## config.mk

```make
export PLATFORM = sky130hd
export DESIGN_NAME = skew_sign_est
export DESIGN_NICKNAME = d
export VERILOG_FILES = /design/src/rtl/skew_est_pkg.sv /design/src/rtl/skew_sign_slicer.sv /design/src/rtl/skew_acc_bank.sv /design/src/rtl/skew_sign_est.sv
export SDC_FILE = /design/constraint.sdc
export NUM_CORES = 2
export LEC_CHECK = 0
export ABC_AREA = 1
export ABC_CLOCK_PERIOD_IN_PS = 11500
export BUFFER_PORTS_ARGS = -buffer_cell sky130_fd_sc_hd__buf_2
export CORE_ASPECT_RATIO = 0.75
export CORE_UTILIZATION = 66
export DETAILED_ROUTE_END_ITERATION = 10
export PLACE_DENSITY = 0.84
export SLEW_MARGIN = 0
export SYNTH_ARGS = -nofsm -noshare
export SYNTH_HDL_FRONTEND = slang
export SYNTH_SLANG_ARGS = --single-unit
export TNS_END_PERCENT = 100
```

## constraint.sdc

```tcl
create_clock -name clk_i -period 11.5 [get_ports clk_i]
set_clock_uncertainty 0.2 [all_clocks]
set_input_delay 2.3 -clock clk_i [delete_from_list [all_inputs] [get_ports clk_i]]
set_output_delay 2.3 -clock clk_i [all_outputs]
set_load 0.05 [all_outputs]
```

## src/rtl/skew_est_pkg.sv

```systemverilog
package skew_est_pkg;
  typedef enum logic [1:0] {
    DIR_HOLD = 2'd0,
    DIR_UP   = 2'd1,
    DIR_DN   = 2'd2
  } dir_e;
endpackage

```

## src/rtl/skew_sign_slicer.sv

```systemverilog
module skew_sign_slicer
  import skew_est_pkg::*;
#(
  parameter int EW = 12,
  parameter int DW = 12
) (
  input  logic signed [EW-1:0] err_i,
  input  logic signed [DW-1:0] ref_full_i,
  input  logic signed [DW-1:0] ref_half_i,
  input  logic        [DW-1:0] dz_thr_i,
  output dir_e                 dir_o
);
  localparam int XW = DW + 2;

  logic signed [XW-1:0] slope;
  logic signed [XW-1:0] thr_pos;
  logic signed [XW-1:0] thr_neg;
  logic slope_pos, slope_neg, err_pos, err_neg;

  always_comb begin
    slope   = $signed({{2{ref_full_i[DW-1]}}, ref_full_i})
            - $signed({{2{ref_half_i[DW-1]}}, ref_half_i});
    thr_pos = $signed({2'b00, dz_thr_i});
    thr_neg = -thr_pos;
    slope_pos = slope > thr_pos;
    slope_neg = slope < thr_neg;
    err_pos   = (err_i != '0) && !err_i[EW-1];
    err_neg   = err_i[EW-1];
    if (!(slope_pos || slope_neg) || !(err_pos || err_neg)) dir_o = DIR_HOLD;
    else if (slope_pos == err_pos)                          dir_o = DIR_UP;
    else                                                    dir_o = DIR_DN;
  end
endmodule

```

## src/rtl/skew_acc_bank.sv

```systemverilog
module skew_acc_bank
  import skew_est_pkg::*;
#(
  parameter int NCH    = 24,
  parameter int INT_W  = 5,
  parameter int FRAC_W = 10,
  parameter int MU_W   = 11,
  localparam int CH_W  = $clog2(NCH),
  localparam int ACC_W = INT_W + FRAC_W
) (
  input  logic                  clk_i,
  input  logic                  rst_ni,
  input  logic                  upd_v_i,
  input  logic [CH_W-1:0]       upd_ch_i,
  input  dir_e                  upd_dir_i,
  input  logic [MU_W-1:0]       step_i,
  output logic [NCH*INT_W-1:0]  code_o
);
  localparam logic [ACC_W-1:0] ACC_MID = ACC_W'(1) << (ACC_W - 1);
  localparam logic [ACC_W-1:0] ACC_MAX = '1;

  logic [ACC_W-1:0] step_ext;
  assign step_ext = ACC_W'(step_i);

  for (genvar k = 0; k < NCH; k++) begin : g_ch
    logic [ACC_W-1:0] acc_q;
    logic [ACC_W:0]   sum;
    logic             hit;

    assign sum = {1'b0, acc_q} + {1'b0, step_ext};
    assign hit = upd_v_i && (upd_ch_i == CH_W'(k));

    always_ff @(posedge clk_i or negedge rst_ni) begin
      if (!rst_ni) begin
        acc_q <= ACC_MID;
      end else if (hit) begin
        if (upd_dir_i == DIR_UP)
          acc_q <= sum[ACC_W] ? ACC_MAX : sum[ACC_W-1:0];
        else if (upd_dir_i == DIR_DN)
          acc_q <= (acc_q < step_ext) ? '0 : acc_q - step_ext;
      end
    end

    assign code_o[k*INT_W +: INT_W] = acc_q[ACC_W-1 -: INT_W];
  end
endmodule

```

## src/rtl/skew_sign_est.sv

```systemverilog
module skew_sign_est
  import skew_est_pkg::*;
#(
  parameter int NCH    = 24,
  parameter int EW     = 12,
  parameter int DW     = 12,
  parameter int INT_W  = 5,
  parameter int FRAC_W = 10,
  parameter int MU_W   = 11,
  localparam int CH_W  = $clog2(NCH)
) (
  input  logic                  clk_i,
  input  logic                  rst_ni,
  input  logic                  valid_i,
  input  logic [CH_W-1:0]       chan_i,
  input  logic signed [EW-1:0]  err_i,
  input  logic signed [DW-1:0]  ref_full_i,
  input  logic signed [DW-1:0]  ref_half_i,
  input  logic [DW-1:0]         dz_thr_i,
  input  logic [MU_W-1:0]       step_i,
  output logic [NCH*INT_W-1:0]  dly_code_o
);
  dir_e            dir_d, upd_dir;
  logic            upd_v;
  logic [CH_W-1:0] upd_ch;
  logic [MU_W-1:0] upd_step;
  logic            ch_ok;

  skew_sign_slicer #(.EW(EW), .DW(DW)) u_slicer (
    .err_i      (err_i),
    .ref_full_i (ref_full_i),
    .ref_half_i (ref_half_i),
    .dz_thr_i   (dz_thr_i),
    .dir_o      (dir_d)
  );

  assign ch_ok = 32'(chan_i) < NCH;

  // sign stage register
  always_ff @(posedge clk_i or negedge rst_ni) begin
    if (!rst_ni) begin
      upd_v    <= 1'b0;
      upd_ch   <= '0;
      upd_dir  <= DIR_HOLD;
      upd_step <= '0;
    end else begin
      upd_v    <= valid_i && ch_ok;
      upd_ch   <= chan_i;
      upd_dir  <= valid_i ? dir_d : DIR_HOLD;
      upd_step <= step_i;
    end
  end

  skew_acc_bank #(
    .NCH(NCH), .INT_W(INT_W), .FRAC_W(FRAC_W), .MU_W(MU_W)
  ) u_bank (
    .clk_i     (clk_i),
    .rst_ni    (rst_ni),
    .upd_v_i   (upd_v),
    .upd_ch_i  (upd_ch),
    .upd_dir_i (upd_dir),
    .step_i    (upd_step),
    .code_o    (dly_code_o)
  );
endmodule

```

=== Yosys cells after proc, flatten, opt, wreduce, memory -nomap -nowiden ===
Cells that the tools add are included.

* $add $sub $neg: 50
* $lt $le $gt $ge: 27
* Eq/ne operators: 26
* Multiplexer cells: 99
* Reductions and logical operators: 59

{| class="wikitable"
|+ Operator list
! operator !! number
|-
| $mux 15 || 96
|-
| $add 15x11->16 || 24
|-
| $lt 15x11->1 || 24
|-
| $sub 15x11->15 || 24
|-
| $reduce_and 2->1 || 24
|-
| $eq 5x4->1 const B || 8
|-
| $eq 5x5->1 const B || 8
|-
| $logic_and 1x1->1 || 26
|-
| $eq 5x3->1 const B || 4
|-
| $gt 14x13->1 || 1
|-
| $lt 14x14->1 || 1
|-
| $neg 12->14 || 1
|-
| $sub 12x12->13 || 1
|-
| $reduce_bool 12->1 || 1
|-
| $eq 5x2->1 const B || 2
|-
| $mux 2 || 3
|-
| $eq 5x1->1 const B || 1
|-
| $logic_not 5->1 || 1
|-
| $lt 5x5->1 const B || 1
|-
| $logic_not 1->1 || 3
|-
| $logic_or 1x1->1 || 3
|-
| $eq 2x1->1 const B || 1
|-
| $eq 2x2->1 const B || 1
|-
| $reduce_bool 2->1 || 1
|-
| $eq 1x1->1 || 1
|}

* Flip-flop bits (word level): 379
* Input port bits: 67
* Output and inout bits: 120
* Logic and storage cells: 289

=== Depth between registers and ports, before layout ===
* Depth after elaboration: 7
* Mapped depth: 25
* Gate-level depth less buffers: 25

=== Hierarchy ===
Synthesis repeated with hierarchy kept, for this count alone.

* Cells, all modules: 10311
* Area total of the unflattened synthesis: 58715.1 um^2

{| class="wikitable"
|+ By module, submodules not included
! module !! times used !! cells an instance !! area each (um^2) !! seq. area each (um^2)
|-
| skew_acc_bank || 1 || 10000 || 56548.0 || 9038.7
|-
| skew_sign_slicer || 1 || 286 || 1664.1 || 0.0
|-
| skew_sign_est || 1 || 25 || 503.0 || 475.5
|}

=== Worst setup path before layout ===
Ideal clock, no wire load.

* Path kind: input-to-reg
* Start point: input port ref_full_i[0]
* End point: register upd_dir[0]
* Setup time: 0.115 ns
* Arrival: 4.658 ns
* Data required time: 11.185 ns
* Slack: 6.526 ns
* Stages: 20
* Buffers on the path: 0
* Path through: inv_1 -> ha_1 -> fa_1 -> inv_1 -> nand3_1 -> nand3_1 -> nand2_1 -> nand4_1 -> o21ai_1 -> ha_1 -> nand2_1 -> inv_1 -> a221oi_1 -> o21ai_0 -> nor2_1 -> nand2_1 -> nand2_1 -> nand3_1 -> nand2_1 -> nor2_1

* Longest elaborated chain between the ends: 7
* Elaborated cells between the ends (all ways): 10
* Those cells by class: add/sub (1); order compare (2); eq/ne (1); mux (3); reduce/logical (3)

{| class="wikitable"
|+ Ends and longest elaborated chain
! what !! RTL line !! RTL
|-
| from (decl) || skew_sign_est.sv:17 || <nowiki>input logic signed [DW-1:0] ref_full_i,</nowiki>
|-
| $sub 12x12->13 * || skew_sign_slicer.sv:22 || <nowiki>- $signed({{2{ref_half_i[DW-1]}}, ref_half_i});</nowiki>
|-
| $gt 14x13->1 / $lt 14x14->1 (equally long branches) || skew_sign_slicer.sv:25, skew_sign_slicer.sv:26 ||
|-
| $logic_or 1x1->1 || skew_sign_slicer.sv:29 || <nowiki>if (!(slope_pos || slope_neg) || !(err_pos || err_neg)) dir_o = DIR_HOLD;</nowiki>
|-
| $logic_not 1->1 || skew_sign_slicer.sv:29 ||
|-
| $logic_or 1x1->1 || skew_sign_slicer.sv:29 ||
|-
| $mux 2 * || skew_sign_slicer.sv:29 ||
|-
| $mux 2 * || skew_sign_est.sv:49 || <nowiki>upd_dir <= valid_i ? dir_d : DIR_HOLD;</nowiki>
|-
| to (signal assigned) || skew_sign_est.sv:49 ||
|-
| to (decl) || skew_sign_est.sv:23 || <nowiki>dir_e dir_d, upd_dir;</nowiki>
|}

Every way passes the cells marked *; elsewhere a longest branch is shown, timed or not.
A chain may end at the register's enable or synchronous reset.

=== Worst setup path in the final report ===
Same ends and word-level chain as after synthesis.

==> flow_summary.json <==
{
  "min_to": "u_bank.g_ch[6].acc_q[14]",
  "yosys.area_share.simple_pct": 27.3,
  "synth-xor-area-share_pct": 5.34,
  "routabilityCongestion": 1.02,
  "die_x_um": 320,
  "rows": 86,
  "met1_usage_pct": 58.9,
  "crit_type": "input port to flip-flop",
  "r2r-start": "upd_step[2]",
  "cts_resized": 0,
  "antenna_found_initial": 4,
  "start_util_pct": 67.4,
  "grt_usage_pct": 40.2,
  "routedWlPerCell_um": 18.8,
  "drive_above_1_share_pct": 8.09,
  "io_buffers": 186,
  "async_flop_share_pct": 100,
  "grt_overflow": 0,
  "hold_start": "u_bank.g_ch[6].acc_q[14]",
  "end_kind": "flip-flop",
  "clk_latency_ns": 0.64,
  "via_count": 52700,
  "synth_adder_area_share_pct": 16.1,
  "synth-seq-cells": 379,
  "hold_path_class": "flip-flop to flip-flop",
  "setup_viol": 0,
  "route.detailed.drc": 0,
  "fill_cells": 6620,
  "start_kind": "input port",
  "cts_hold_buf": 0,
  "firstDrtPassIters": 8,
  "r2r_slack_ns": 7.01,
  "syn_nets": 8232,
  "core-area_mm2": 0.0741,
  "grt.busiest_layer": "met2",
  "final_area_mm2": 0.0520,
  "grt_start_max_net_pins": 153,
  "synth_edf_count": 0,
  "leakage_nw": 27.5,
  "min_period_ns": 4.86,
  "drtIter0Drc": 5771,
  "syn_avg_cell_area_um2": 6.62,
  "r2r-end": "u_bank.g_ch[3].acc_q[6]",
  "die-area_mm2": 0.0768,
  "syn2layout_area_growth_pct": 4.11,
  "htree_levels": 2,
  "grt_setup_unrepaired": "no",
  "synth_ff_type": "dfrtp_1",
  "nets": 8131,
  "synth_top_family_by_area": "simple AND/OR/NAND/NOR gates",
  "final_antenna_net_count": 0,
  "clk_pin_slew_ns": 0.06,
  "grt_pass1_vias": 47400,
  "use_met2_pct": 59.6,
  "netlist_instances": 7553,
  "worst_slew_pin_slew_ns": 1.08,
  "cts_setup_buffers": 0,
  "slew_violations": 0,
  "yosysSeqAreaShare_pct": 19.0,
  "placed_cell_area_mm2": 0.0504,
  "grt_pass1_wl_um": 252000,
  "grt.met3_usage_pct": 7.07,
  "hpwl_um": 111000,
  "hold_violations": 0,
  "num_io_pins": 187,
  "cp.required_ns": 11.81,
  "cts.sinks": 379,
  "relSlewSlack_pct": 28.2,
  "max_freq_ghz": 0.206,
  "cap_viol_max_count": 0,
  "cts_buffers": 47,
  "setup_tns_ns": 0,
  "vias_per_cell": 6.23,
  "cts-root-buf": "clkbuf_16",
  "syn-cell-area_mm2": 0.0500,
  "yosysWarnings": 0,
  "die_h_um": 240,
  "ys_types": 70,
  "max-vdd-ir-drop_mv": 0.175,
  "finalCritPeriodShare_pct": 42.2,
  "clk_path_buf_depth": 3,
  "p_per_area_mw_per_mm2": 165,
  "arrival_ns": 5.17,
  "whs_path_depth": 2,
  "reg2regPathDepth": 12,
  "synthMuxAreaShare_pct": 0,
  "synth-compound-area-share_pct": 20.5,
  "totalWireLength_um": 159000,
  "status": "finished clean",
  "crit_path_max_fanout": 4,
  "cts_tree": "built"
}
[critical path, stage by stage]
cell	delay, ns
buf_2	0.07
inv_1	0.03
ha_1	0.21
fa_1	0.40
inv_1	0.13
nand3_1	0.14
nand3_1	0.13
nand2_1	0.10
nand4_1	0.08
o21ai_1	0.16
ha_1	0.40
nand2_1	0.10
inv_1	0.06
a221oi_1	0.24
o21ai_0	0.16
nor2_1	0.16
nand2_1	0.06
nand2_1	0.06
nand3_1	0.06
nand2_1	0.08
nor2_1	0.04
[registers in the layout, indices dropped and copies added (netlist names)]
| name | cells |
|---|---|
| u_bank.g_ch.acc_q | 360 |
| upd_v | 1 |
| upd_dir | 2 |
| upd_ch | 5 |
| upd_step | 11 |
[routing by layer]
layer | up-vias | share of wire, % | wire, um
met5 | - | 0 | 0
met4 | 0 | 3.1 | 4990
met3 | 338 | 12 | 19000
met2 | 2957 | 41 | 65400
met1 | 24400 | 44 | 69800
li1 | 25000 | - | -
[final cells by class]
cell class	instances	area, um2	share of cell area [%]
diodes	3	7.51	0.0144
flip-flops and latches	379	9530	18.3
well taps	968	1210	2.33
inverters	981	3690	7.10
multi-input cells	5809	34600	66.6
clock buffers	65	1310	2.52
repair buffers	234	1340	2.57
clock inverters	23	304	0.584
[stage by stage]
| stage | instances | utilization (%) | hold slack, ns | setup WS (ns) | power, mW |
|---|---|---|---|---|---|
| floorplan | 7553 | - | 0.277 | 6.53 | 5.78 |
| global placement | 8371 | 68.0 | 0.290 | 6.19 | 6.70 |
| detailed placement | 8371 | 68.0 | 0.304 | 6.07 | 6.80 |
| CTS | 8459 | 70.2 | 0.313 | 6.72 | 8.45 |
| global route | 8461 | 70.2 | 0.323 | 6.39 | 9.21 |
| finish | 8462 | 70.2 | 0.315 | 6.64 | 8.59 |
[power breakdown]
part           switching, mW  internal (mW)  leakage [nW]
Sequential             0.330           1.59          5.03
Combinational           3.44           1.60          21.7
Clock                  0.666          0.956         0.802
[cell usage after synthesis, types with 11 or more instances]
library cell	number	area share, %
a211oi_1	48	0.72
a21boi_0	12	0.18
a21boi_1	12	0.18
a21o_1	40	0.60
a21oi_1	642	6.4
a21oi_2	11	0.19
a22oi_1	23	0.35
a2bb2oi_1	24	0.42
a31oi_1	132	1.7
and3_1	11	0.14
buf_2	125	1.3
buf_4	143	2.1
clkbuf_1	98	0.74
dfrtp_1	355	18
dfstp_2	24	1.3
fa_1	49	2.0
ha_1	563	14
inv_1	907	6.8
inv_2	65	0.49
nand2_1	1426	11
nand2_2	28	0.35
nand3_1	547	5.5
nand3_2	17	0.34
nand3b_1	25	0.38
nand4_1	124	1.6
nor2_1	669	5.0
nor2_2	18	0.23
nor3_1	105	1.1
nor3_2	17	0.34
nor4_1	43	0.54
o2111ai_1	20	0.35
o211ai_1	53	0.80
o21a_1	38	0.57
o21ai_0	541	5.4
o21ai_1	74	0.74
o21bai_1	29	0.44
o221ai_1	13	0.23
o22ai_1	14	0.18
o31ai_1	11	0.17
or2_2	50	0.63
xnor2_1	25	0.44
xor2_1	280	4.9
[cells by family after synthesis]
group | after synthesis
AO/OA/AOI/OAI | 1782
AND/OR/NAND/NOR | 3110
flip-flops | 379
buffers and inverters | 1365
adder cells (fa/ha/maj) | 612
XOR/XNOR | 305
[layout by cell type, fill, tap and decap left out, types with 50 or more instances in the layout]
cell type     n
a21oi_1     642
nor3_1      105
o21ai_1      74
xor2_1      280
nand4_1     124
dfrtp_1     344
buf_2       185
inv_1       896
o211ai_1     53
or2_2        50
nand2_1    1426
ha_1        562
nor2_1      667
a31oi_1     132
nand3_1     547
inv_2        74
o21ai_0     541
[worst max-delay path by stage]
stage | start | to | depth (start not counted)
2_1_floorplan | ref_full_i[0] | upd_dir[0] | 20
6_report | ref_full_i[0] | upd_dir[0] | 21
3_5_place_dp | ref_full_i[0] | upd_dir[0] | 21
5_1_grt | ref_half_i[2] | upd_dir[1] | 22
3_3_place_gp | ref_full_i[0] | upd_dir[1] | 21
4_1_cts | ref_full_i[0] | upd_dir[0] | 21
Power figures use the tool's default switching activity.
